$ cat src/rtl/paged_pc_pkg.sv
package paged_pc_pkg;
  typedef enum logic [2:0] {
    SRC_KEEP = 3'd0,
    SRC_INC  = 3'd1,
    SRC_LOW  = 3'd2,
    SRC_JMP  = 3'd3,
    SRC_RET  = 3'd4,
    SRC_IRQ  = 3'd5
  } pc_src_e;
endpackage

$ cat src/rtl/pc_hold_latch.sv
module pc_hold_latch #(
  parameter int HI_W = 5
) (
  input  logic            clk,
  input  logic            rst,
  input  logic            wr_en,
  input  logic [HI_W-1:0] din,
  output logic [HI_W-1:0] q
);
  always_ff @(posedge clk) begin
    if (rst)        q <= '0;
    else if (wr_en) q <= din;
  end
endmodule

$ cat src/rtl/pc_src_arbiter.sv
module pc_src_arbiter
  import paged_pc_pkg::*;
(
  input  logic    adv,
  input  logic    lo_wr,
  input  logic    jmp,
  input  logic    ret_ld,
  input  logic    irq_ack,
  output pc_src_e src
);
  always_comb begin
    if (irq_ack)     src = SRC_IRQ;
    else if (ret_ld) src = SRC_RET;
    else if (jmp)    src = SRC_JMP;
    else if (lo_wr)  src = SRC_LOW;
    else if (adv)    src = SRC_INC;
    else             src = SRC_KEEP;
  end
endmodule

$ cat src/rtl/pc_next_mux.sv
module pc_next_mux
  import paged_pc_pkg::*;
#(
  parameter int PC_W = 13,
  parameter int LO_W = 8,
  parameter int JMP_W = 11,
  parameter logic [PC_W-1:0] IRQ_VEC = 'h004,
  localparam int HI_W = PC_W - LO_W,
  localparam int PG_W = PC_W - JMP_W
) (
  input  pc_src_e          src,
  input  logic [PC_W-1:0]  cur,
  input  logic [HI_W-1:0]  latch,
  input  logic [LO_W-1:0]  alu_res,
  input  logic [JMP_W-1:0] jmp_tgt,
  input  logic [PC_W-1:0]  ret_val,
  output logic [PC_W-1:0]  nxt
);
  logic [PC_W-1:0] jmp_addr;

  generate
    if (PG_W > 0) begin : g_paged
      assign jmp_addr = {latch[HI_W-1 -: PG_W], jmp_tgt};
    end else begin : g_flat
      assign jmp_addr = jmp_tgt[PC_W-1:0];
    end
  endgenerate

  always_comb begin
    unique case (src)
      SRC_IRQ: nxt = IRQ_VEC;
      SRC_RET: nxt = ret_val;
      SRC_JMP: nxt = jmp_addr;
      SRC_LOW: nxt = {latch, alu_res};
      SRC_INC: nxt = cur + PC_W'(1);
      default: nxt = cur;
    endcase
  end
endmodule

$ cat src/rtl/paged_pc.sv
module paged_pc
  import paged_pc_pkg::*;
#(
  parameter int PC_W = 13,
  parameter int LO_W = 8,
  parameter int JMP_W = 11,
  parameter logic [PC_W-1:0] IRQ_VEC = 'h004,
  localparam int HI_W = PC_W - LO_W
) (
  input  logic             clk,
  input  logic             rst,
  input  logic             adv,
  input  logic             lo_wr,
  input  logic [LO_W-1:0]  alu_res,
  input  logic             jmp,
  input  logic [JMP_W-1:0] jmp_tgt,
  input  logic             hold_wr,
  input  logic [HI_W-1:0]  hold_din,
  input  logic             ret_ld,
  input  logic [PC_W-1:0]  ret_val,
  input  logic             irq_ack,
  output logic [PC_W-1:0]  pc,
  output logic [LO_W-1:0]  pc_lo
);
  pc_src_e         src;
  logic [HI_W-1:0] latch_q;
  logic [PC_W-1:0] pc_nxt;

  pc_hold_latch #(.HI_W(HI_W)) u_latch (
    .clk(clk), .rst(rst), .wr_en(hold_wr), .din(hold_din), .q(latch_q)
  );

  pc_src_arbiter u_arb (
    .adv(adv), .lo_wr(lo_wr), .jmp(jmp), .ret_ld(ret_ld),
    .irq_ack(irq_ack), .src(src)
  );

  pc_next_mux #(
    .PC_W(PC_W), .LO_W(LO_W), .JMP_W(JMP_W), .IRQ_VEC(IRQ_VEC)
  ) u_mux (
    .src(src), .cur(pc), .latch(latch_q), .alu_res(alu_res),
    .jmp_tgt(jmp_tgt), .ret_val(ret_val), .nxt(pc_nxt)
  );

  always_ff @(posedge clk) begin
    if (rst) begin
      pc    <= '0;
      pc_lo <= '0;
    end else begin
      pc    <= pc_nxt;
      pc_lo <= pc_nxt[LO_W-1:0];
    end
  end
endmodule

$ cat config.mk
export PLATFORM = sky130hd
export DESIGN_NAME = paged_pc
export DESIGN_NICKNAME = d
export VERILOG_FILES = /design/src/rtl/paged_pc_pkg.sv /design/src/rtl/pc_hold_latch.sv /design/src/rtl/pc_src_arbiter.sv /design/src/rtl/pc_next_mux.sv /design/src/rtl/paged_pc.sv
export SDC_FILE = /design/constraint.sdc
export NUM_CORES = 1
export LEC_CHECK = 0
export BUFFER_PORTS_ARGS = -buffer_cell sky130_fd_sc_hd__buf_2
export CORE_UTILIZATION = 42
export CTS_CLUSTER_DIAMETER = 80
export DETAILED_ROUTE_END_ITERATION = 16
export PLACE_DENSITY = 0.9
export RECOVER_POWER = 25
export SLEW_MARGIN = 20
export SYNTH_ARGS = -nofsm -noshare
export SYNTH_HDL_FRONTEND = slang
export SYNTH_SLANG_ARGS = --single-unit
$ cat constraint.sdc
create_clock -name clk -period 1.88 [get_ports clk]
set_input_delay 0.188 -clock clk [delete_from_list [all_inputs] [get_ports clk]]
set_output_delay 0.188 -clock clk [all_outputs]
set_load 0.02 [all_outputs]
Word-level counts from Yosys, hierarchy flattened
Cells that the tools add are included.
W data, S select, Z words.
{"block": "classes", "add_sub_neg": 1, "eq_ne": 5, "mux": 6, "n_reduce_logical": 1}
{"cell": "$pmux W13 S5", "count": 1}
{"cell": "$add A13 B1 Y13 const B", "count": 1}
{"cell": "$mux W3", "count": 4}
{"cell": "$eq A3 B2 Y1 const B", "count": 2}
{"cell": "$eq A3 B3 Y1 const B", "count": 2}
{"cell": "$reduce_bool A5 Y1", "count": 1}
{"cell": "$eq A3 B1 Y1 const B", "count": 1}
{"cell": "$mux W1", "count": 1}
{"block": "totals", "register_bits": 18, "in_bits": 45}

Logic depth before layout (Yosys ltp)
Gate-level depths: netlist of the first run.
{"block": "logic_depth", "ltp_word": 7, "mapped_depth": 5, "mapped_depth_nobuf": 5}

Hierarchy
Synthesis of the first run repeated with hierarchy kept, for this count alone.
{"block": "hier_totals", "hier_cells": 176, "hier_area_um2": 1497.7}
{"module": "pc_next_mux", "instances": 1, "cells_per_inst": 119, "area_per_inst_um2": 823.3}
{"module": "paged_pc", "instances": 1, "cells_per_inst": 35, "area_per_inst_um2": 455.4}
{"module": "pc_hold_latch", "instances": 1, "cells_per_inst": 16, "area_per_inst_um2": 180.2}
{"module": "pc_src_arbiter", "instances": 1, "cells_per_inst": 6, "area_per_inst_um2": 38.8}

Worst setup path after synthesis of the first run
OpenSTA, ideal clock, no wires.
{"block": "synth_timing", "path_kind": "register -> register", "start": "reg pc[0]", "end": "reg pc[12]", "setup_time_ns": 0.134, "arrival_time_ns": 1.410, "required_time_ns": 1.746, "path_slack_ns": 0.336, "stages_incl_launch_ff": 6, "path_buffers": 0, "cell_sequence": "dfxtp_1 > ha_1 > nand4_1 > nor4_1 > xnor2_1 > o32ai_1"}
{"block": "synth_between", "elab_chain_len": 2}
{"element": "start: declaration", "line_no": "paged_pc.sv:22", "text": "output logic [PC_W-1:0] pc,"}
{"element": "start signal: assignment", "line_no": "paged_pc.sv:50", "text": "pc <= pc_nxt;"}
{"element": "$add A13 B1 Y13", "line_no": "pc_next_mux.sv:35", "text": "SRC_INC: nxt = cur + PC_W'(1);"}
{"element": "$pmux W13 S5", "line_no": "pc_next_mux.sv:30", "text": "unique case (src)"}
Every way passes these cells.
A chain may end at the register's enable or synchronous reset.

Worst setup path after layout of the first run
{"block": "layout_timing", "start": "reg pc[1]", "end": "reg pc[12]"}
The elaborated chain is that of the path after synthesis.

==> impl_metrics.env, run 1 <==
export IMPL_port_buffers=65
export IMPL_crit_chain="ha_1, nand4_1, nor4_1, xnor2_1, o32ai_1"
export IMPL_grt_util_all_layers_pct=22.0
export IMPL_tns_ps=0
export IMPL_insertedDiodeCount=0
export IMPL_power_internal_mw=0.612
export IMPL_slowest_delay_ps=420
export IMPL_synthCells=123
export IMPL_max_slew_margin_pct=59.2
export IMPL_postCtsHoldBufs=0
export IMPL_fin_crit_ps=1590
export IMPL_cts_tree="done"
export IMPL_vias_per_cell=5.52
export IMPL_globalplace_congestion=0.843
export IMPL_share_seq_of_total_power_pct=49.2
export IMPL_netlist_area_leader_share_pct=33.4
export IMPL_synth_cell_types=32
export IMPL_synth_main_ff_cell="dfxtp_1"
export IMPL_grt_use_met3_pct=8.41
export IMPL_hp_start="hold_din[3]"
export IMPL_grt_pass1_vias=950
export IMPL_dieHeight_um=52.7
export IMPL_critPathArrivalTime_ps=1770
export IMPL_synth_seq_cells=18
export IMPL_setup_viol=0
export IMPL_synthesis_nets=169
export IMPL_busiest_layer="met2"
export IMPL_die_area_sq_mm=0.00278
export IMPL_cts_max_path_buffers=2
export IMPL_final_max_slew_viol_count=0
export IMPL_status="finished, final reports clean"
export IMPL_antenna_found_initial=0
export IMPL_worst_path_buf_inv=0
export IMPL_rows=18
export IMPL_dr_pass1_iters=4
export IMPL_cts_sinks=18
export IMPL_ys_seq_area_share_pct=33.4
export IMPL_tightest_slew_ps=603
export IMPL_pwr_share_clk_pct=28.4
export IMPL_final_antenna_net_count=0
export IMPL_ios=66
export IMPL_drive_gt1_share_pct=40.9
export IMPL_reg2reg_depth=5
export IMPL_synth_area_leaders="dfxtp_1 (33%), xnor2_1 (6.5%), buf_4 (6.3%)"
export IMPL_fin_ws_ps=289
export IMPL_p_comb_share_pct=22.4
export IMPL_cts_root_buf="clkbuf_4"
export IMPL_fmax_ghz=0.628
export IMPL_wl_per_cell_um=13.4
export IMPL_fin_area_sq_mm=0.00141
export IMPL_start_util_pct=44.0
export IMPL_min_path_type="input port to register"
export IMPL_r2r_start="pc[1]"
export IMPL_powerDensity_mw_per_mm2=611
export IMPL_cts_setup_buffers=0
export IMPL_whs_path_depth=3
export IMPL_cts_buffers=3
export IMPL_multi_input_area_sq_um=614
export IMPL_grtUsageMet2_pct=35.2
export IMPL_area_growth_pct=30.4
export IMPL_clk_pin_slew_ps=100
export IMPL_num_vias=1164
export IMPL_min_to="u_latch.q[3]"
export IMPL_cp_start_kind="register"
export IMPL_syn_area_sq_mm=0.00108
export IMPL_ys_warn_count=0
export IMPL_swShare_pct=28.9
export IMPL_netSwitchingPower_mw=0.248
export IMPL_dp_hpwl_um=2180
export IMPL_worst_ir_drop_vdd_uv=604
export IMPL_async_flop_share_pct=0
export IMPL_die_x_um=52.7
export IMPL_p_leak_nw=0.613
export IMPL_required_ps=2060
export IMPL_grt_pass1_wl_um=4360
export IMPL_nets=228
export IMPL_clk_latency_ps=300
export IMPL_endpoint_kind="register"
export IMPL_htree_num_levels=1
export IMPL_drv_cap=0
export IMPL_synth_edf_count=0
export IMPL_grt_util_met1_pct=28.3
export IMPL_pre_cts_ws_ps=318
export IMPL_totalPowerFinal_mw=0.860
export IMPL_register_area_sq_um=360
export IMPL_synth_top_area_cell="dfxtp_1"
export IMPL_totalWireLength_um=2830
export IMPL_fin_crit_sh_pct=84.6
export IMPL_cts_resized=0
export IMPL_r2r_setup_slack_ps=290
export IMPL_critPathMaxFanout=5
export IMPL_crit_family="simple AND/OR/NAND/NOR gates"
export IMPL_clock_skew_final_ps=0.775
export IMPL_r2r_end="pc[12]"
export IMPL_grt_overflow=0
export IMPL_first_iter_violations=43
export IMPL_dpl_cell_area_sq_mm=0.00138
export IMPL_final_cells=211
export IMPL_hold_viol_final=0
export IMPL_grt_setup_unrepaired="false"
export IMPL_route_detailed_drc=0
export IMPL_critPathKind="register to register"
export IMPL_placed_cells=207
export IMPL_fillCellCount=234
export IMPL_avgSynthCellArea_sq_um=8.78
export IMPL_coreArea_sq_mm=0.00245
export IMPL_grt_start_max_net_pins=20
export IMPL_slowest_stage="dfxtp_1"
-- stage by stage --
stage / util (%) / hold slack, ps
CTS: 57.7 / 110
finish: 57.3 / 121
global placement: 56.3 / 419
global route: 57.3 / 113
floorplan: - / 335
detailed placement: 56.3 / 431
-- placed cells by master, fill, tap and decap left out, drive strengths merged, types with 2 or more instances in the layout --
master,netlist,layout
buf,10,66
dfxtp,18,18
nor2,12,12
xnor2,8,8
o22ai,7,7
a21oi,7,7
clkbuf,5,7
a222oi,6,6
mux2i,6,6
nand2,6,6
nor4,4,4
nand4,4,4
a22oi,4,4
xor2,3,3
nor3,3,3
inv,2,2
nor2b,2,2
o21ai,2,2
o32ai,2,2
a2bb2oi,2,2
-- tightest hold or removal path, stage by stage --
cell and delay, ps:
buf_2 70, mux2i_1 60, nor2_1 70
-- sequential cells by signal, indices dropped and copies added (netlist names) --
register	count
pc	13
u_latch.q	5
-- worst max path at each step --
stage / endpoint / startpoint / depth (start not counted) / slack, ps
detailed placement: pc[12] / pc[1] / 5 / 320
global route: pc[12] / pc[1] / 5 / 150
finish: pc[12] / pc[1] / 5 / 290
floorplan: pc[12] / pc[0] / 5 / 340
CTS: pc[12] / pc[1] / 5 / 300
global placement: pc[12] / pc[0] / 5 / 370
-- cell families (layout without fill, tap and decap cells) --
family | Yosys count | after routing | synth area share (%)
flip-flops | 18 | 18 | 33.4
AND/OR/NAND/NOR | 38 | 38 | 20.3
adder cells (fa/ha/maj) | 1 | 1 | 1.16
XOR/XNOR | 11 | 11 | 8.92
buffers and inverters | 17 | 75 | 9.15
AO/OA/AOI/OAI | 32 | 32 | 21.6
multiplexers | 6 | 6 | 5.56
-- power groups by stage --
stage	Clock (mW)	Combinational, mW	Sequential (mW)
6_report	0.244	0.193	0.423
5_1_grt	0.265	0.211	0.426
4_1_cts	0.255	0.195	0.423
3_5_place_dp	0	0.194	0.431
3_3_place_gp	0	0.191	0.430
2_1_floorplan	0	0.103	0.445
-- synth_stat cells, types with 2 or more instances --
library cell / n
buf_4: 9
xor2_1: 3
nor4_1: 4
nor2b_1: 2
inv_1: 2
xnor2_1: 8
mux2i_1: 6
o22ai_1: 7
dfxtp_1: 18
a21oi_1: 7
nor3_1: 2
a2bb2oi_1: 2
nor2_1: 12
nand2_1: 6
a222oi_1: 6
nand4_1: 4
o32ai_1: 2
o21ai_0: 2
clkbuf_1: 5
a22oi_1: 4
-- cell type report --
type                    instances  area share, %
flip-flops and latches         18           25.6
clock buffers                   4           2.58
multi-input cells              88           43.6
well taps                      30           2.67
repair buffers                 69           25.0
inverters                       2          0.533
-- routing by layer --
metal | share of wire (%) | vias to the layer above
li1 | - | 577
met1 | 41 | 530
met2 | 49 | 55
met3 | 9.8 | 2
met4 | 0.28 | 0
met5 | 0 | -
Note: power is estimated with default switching activity, not from simulation.
==> inputs of run 2 (changes only) <==
CORE_UTILIZATION = 38   (was 42)
PLACE_DENSITY = 0.87   (was 0.9)
clock period = 1.37 ns   (was 1.88 ns; I/O delays follow)
==> impl_metrics.env, run 2 (synthesis gave the netlist of run 1 again) <==
export IMPL_status="finished, final reports clean"
export IMPL_totalWireLength_um=3400
export IMPL_vias_per_cell=5.69
export IMPL_final_util_pct=62.1
export IMPL_netSwitchingPower_mw=0.356
export IMPL_dieHeight_um=55.3
export IMPL_htree_num_levels=1
export IMPL_largest_register_ffs=13
export IMPL_ios=66
export IMPL_grt_pass1_wl_um=5450
export IMPL_max_slew_margin_pct=76.0
export IMPL_die_x_um=55.3
export IMPL_rows=18
export IMPL_start_util_pct=41.7
export IMPL_antenna_found_initial=0
export IMPL_clk_pin_slew_ps=110
export IMPL_fin_crit_ps=1350
export IMPL_critPathArrivalTime_ps=1520
export IMPL_swShare_pct=29.0
export IMPL_slowest_delay_ps=370
export IMPL_cts_root_buf="clkbuf_4"
export IMPL_share_seq_of_total_power_pct=47.2
export IMPL_num_vias=1303
export IMPL_critPathKind="register to register"
export IMPL_cp_num_cells=5
export IMPL_largest_register="pc"
export IMPL_nets=246
export IMPL_crit_chain="ha_4, nand4_1, nor4_2, xnor2_1, o32ai_1"
export IMPL_worst_ir_drop_vdd_uv=655
export IMPL_endpoint_kind="register"
export IMPL_cts_max_path_buffers=2
export IMPL_layout_commonest_cell="buf_2"
export IMPL_drv_cap=0
export IMPL_fillCellCount=236
export IMPL_grt_setup_unrepaired="true"
export IMPL_coreArea_sq_mm=0.00259
export IMPL_cts_buffers=3
export IMPL_totalPowerFinal_mw=1.23
export IMPL_biggestRegsByFlops="pc x13, u_latch.q x5"
export IMPL_cp_start_kind="register"
export IMPL_crit_family="simple AND/OR/NAND/NOR gates"
export IMPL_grt_pass1_vias=1209
export IMPL_critPathMaxFanout=3
export IMPL_r2r_end="pc[12]"
export IMPL_fin_area_sq_mm=0.00161
export IMPL_crit_end="pc[12]"
export IMPL_final_cell_mix="buf_2 (63), buf_4 (21), dfxtp_1 (11)"
export IMPL_clock_skew_final_ps=5.26
export IMPL_powerDensity_mw_per_mm2=762
export IMPL_drive_gt1_share_pct=54.8
export IMPL_r2r_setup_slack_ps=20
export IMPL_register_area_sq_um=369
export IMPL_dpl_cell_area_sq_mm=0.00151
export IMPL_insertedDiodeCount=0
export IMPL_power_internal_mw=0.870
export IMPL_final_cells=229
export IMPL_slowest_stage="dfxtp_2"
export IMPL_pwr_share_clk_pct=27.3
export IMPL_min_path_type="input port to register"
export IMPL_required_ps=1550
export IMPL_wl_per_cell_um=14.8
export IMPL_p_comb_share_pct=25.6
export IMPL_grt_util_all_layers_pct=22.4
export IMPL_fmax_ghz=0.742
export IMPL_tightest_slew_ps=360
export IMPL_placed_cells=221
export IMPL_globalplace_congestion=0.847
export IMPL_multi_input_area_sq_um=667
export IMPL_hold_viol_final=0
export IMPL_port_buffers=65
export IMPL_cts_sinks=18
export IMPL_final_antenna_net_count=0
export IMPL_dr_pass1_iters=4
export IMPL_critPathLaunch="pc[1]"
export IMPL_cts_tree="done"
export IMPL_die_area_sq_mm=0.00306
export IMPL_worst_path_buf_inv=0
export IMPL_area_growth_pct=49.0
export IMPL_reg2reg_depth=5
export IMPL_r2r_start="pc[1]"
export IMPL_p_leak_nw=0.707
export IMPL_route_detailed_drc=0
export IMPL_grt_start_max_net_pins=12
export IMPL_setup_viol=0
export IMPL_clk_latency_ps=300
export IMPL_final_max_slew_viol_count=0
export IMPL_dp_hpwl_um=2640
export IMPL_fin_crit_sh_pct=98.4
export IMPL_grt_overflow=0
export IMPL_first_iter_violations=62
==> run 2: cell count changes in the layout (fill, tap and decap cells not counted), moves of 2 or more <==
cell / before / now
dfxtp_1: 18 / 11
nor2_2: 0 / 2
dfxtp_2: 0 / 7
nor4_1: 4 / 1
nor2_1: 12 / 10
nor4_2: 0 / 3
buf_4: 4 / 21
==> run 2: how the worst min path moves through the flow <==
stage | startpoint | to | slack (ps) | cells after the start
finish | hold_din[3] | u_latch.q[3] | 70 | 3
global route | hold_din[3] | u_latch.q[3] | 80 | 3
CTS | hold_din[4] | u_latch.q[4] | 70 | 3
detailed placement | hold_din[3] | u_latch.q[3] | 390 | 3
global placement | hold_din[2] | u_latch.q[2] | 370 | 3
floorplan | hold_din[2] | u_latch.q[2] | 280 | 2
==> run 2: area by class of cell <==
cell class,instances,share of cell area [%]
Multi-Input combinational cell,88,41.4
Timing Repair Buffer,87,30.6
Sequential cell,18,22.9
Tap cell,30,2.33
Clock buffer,4,2.26
Inverter,2,0.467
==> run 2: per-layer routing <==
metal | global-route usage [%] | up-vias | share of wire (%)
li1 | - | 621 | -
met5 | 0 | - | 0
met3 | 2.11 | 4 | 7.3
met4 | 7.86 | 0 | 1.4
met1 | 27.6 | 599 | 41
met2 | 40.1 | 79 | 51
==> run 2: worst register-to-register path, cell delays in order (launching register included) <==
cell     delay (ps)
dfxtp_2         370
ha_4            140
nand4_1         190
nor4_2          260
xnor2_1         160
o32ai_1         100
==> run 2: through the flow <==
step	TNS [ps]	hold WS, ps	setup WS, ps
after floorplan	0	284	7.06
after global placement	0	368	1.33
after detailed placement	-141	392	-40.7
after CTS	-54.7	73.9	-42.2
after global routing	-189	78.1	-50.4
final	0	72.8	22.4
==> run 2: repair_timing <==
action	in CTS	in global routing
setup buffers	4	0
setup endpoints to repair	4	9
gates resized for setup	6	2
hold buffers	0	0
pin swaps	7	9
==> run 2: power by group through the flow <==
stage	clock network, mW	registers, mW	logic (mW)
2_1_floorplan	0	0.613	0.142
3_3_place_gp	0	0.588	0.297
3_5_place_dp	0	0.588	0.302
4_1_cts	0.335	0.577	0.313
5_1_grt	0.353	0.582	0.335
6_report	0.334	0.578	0.313
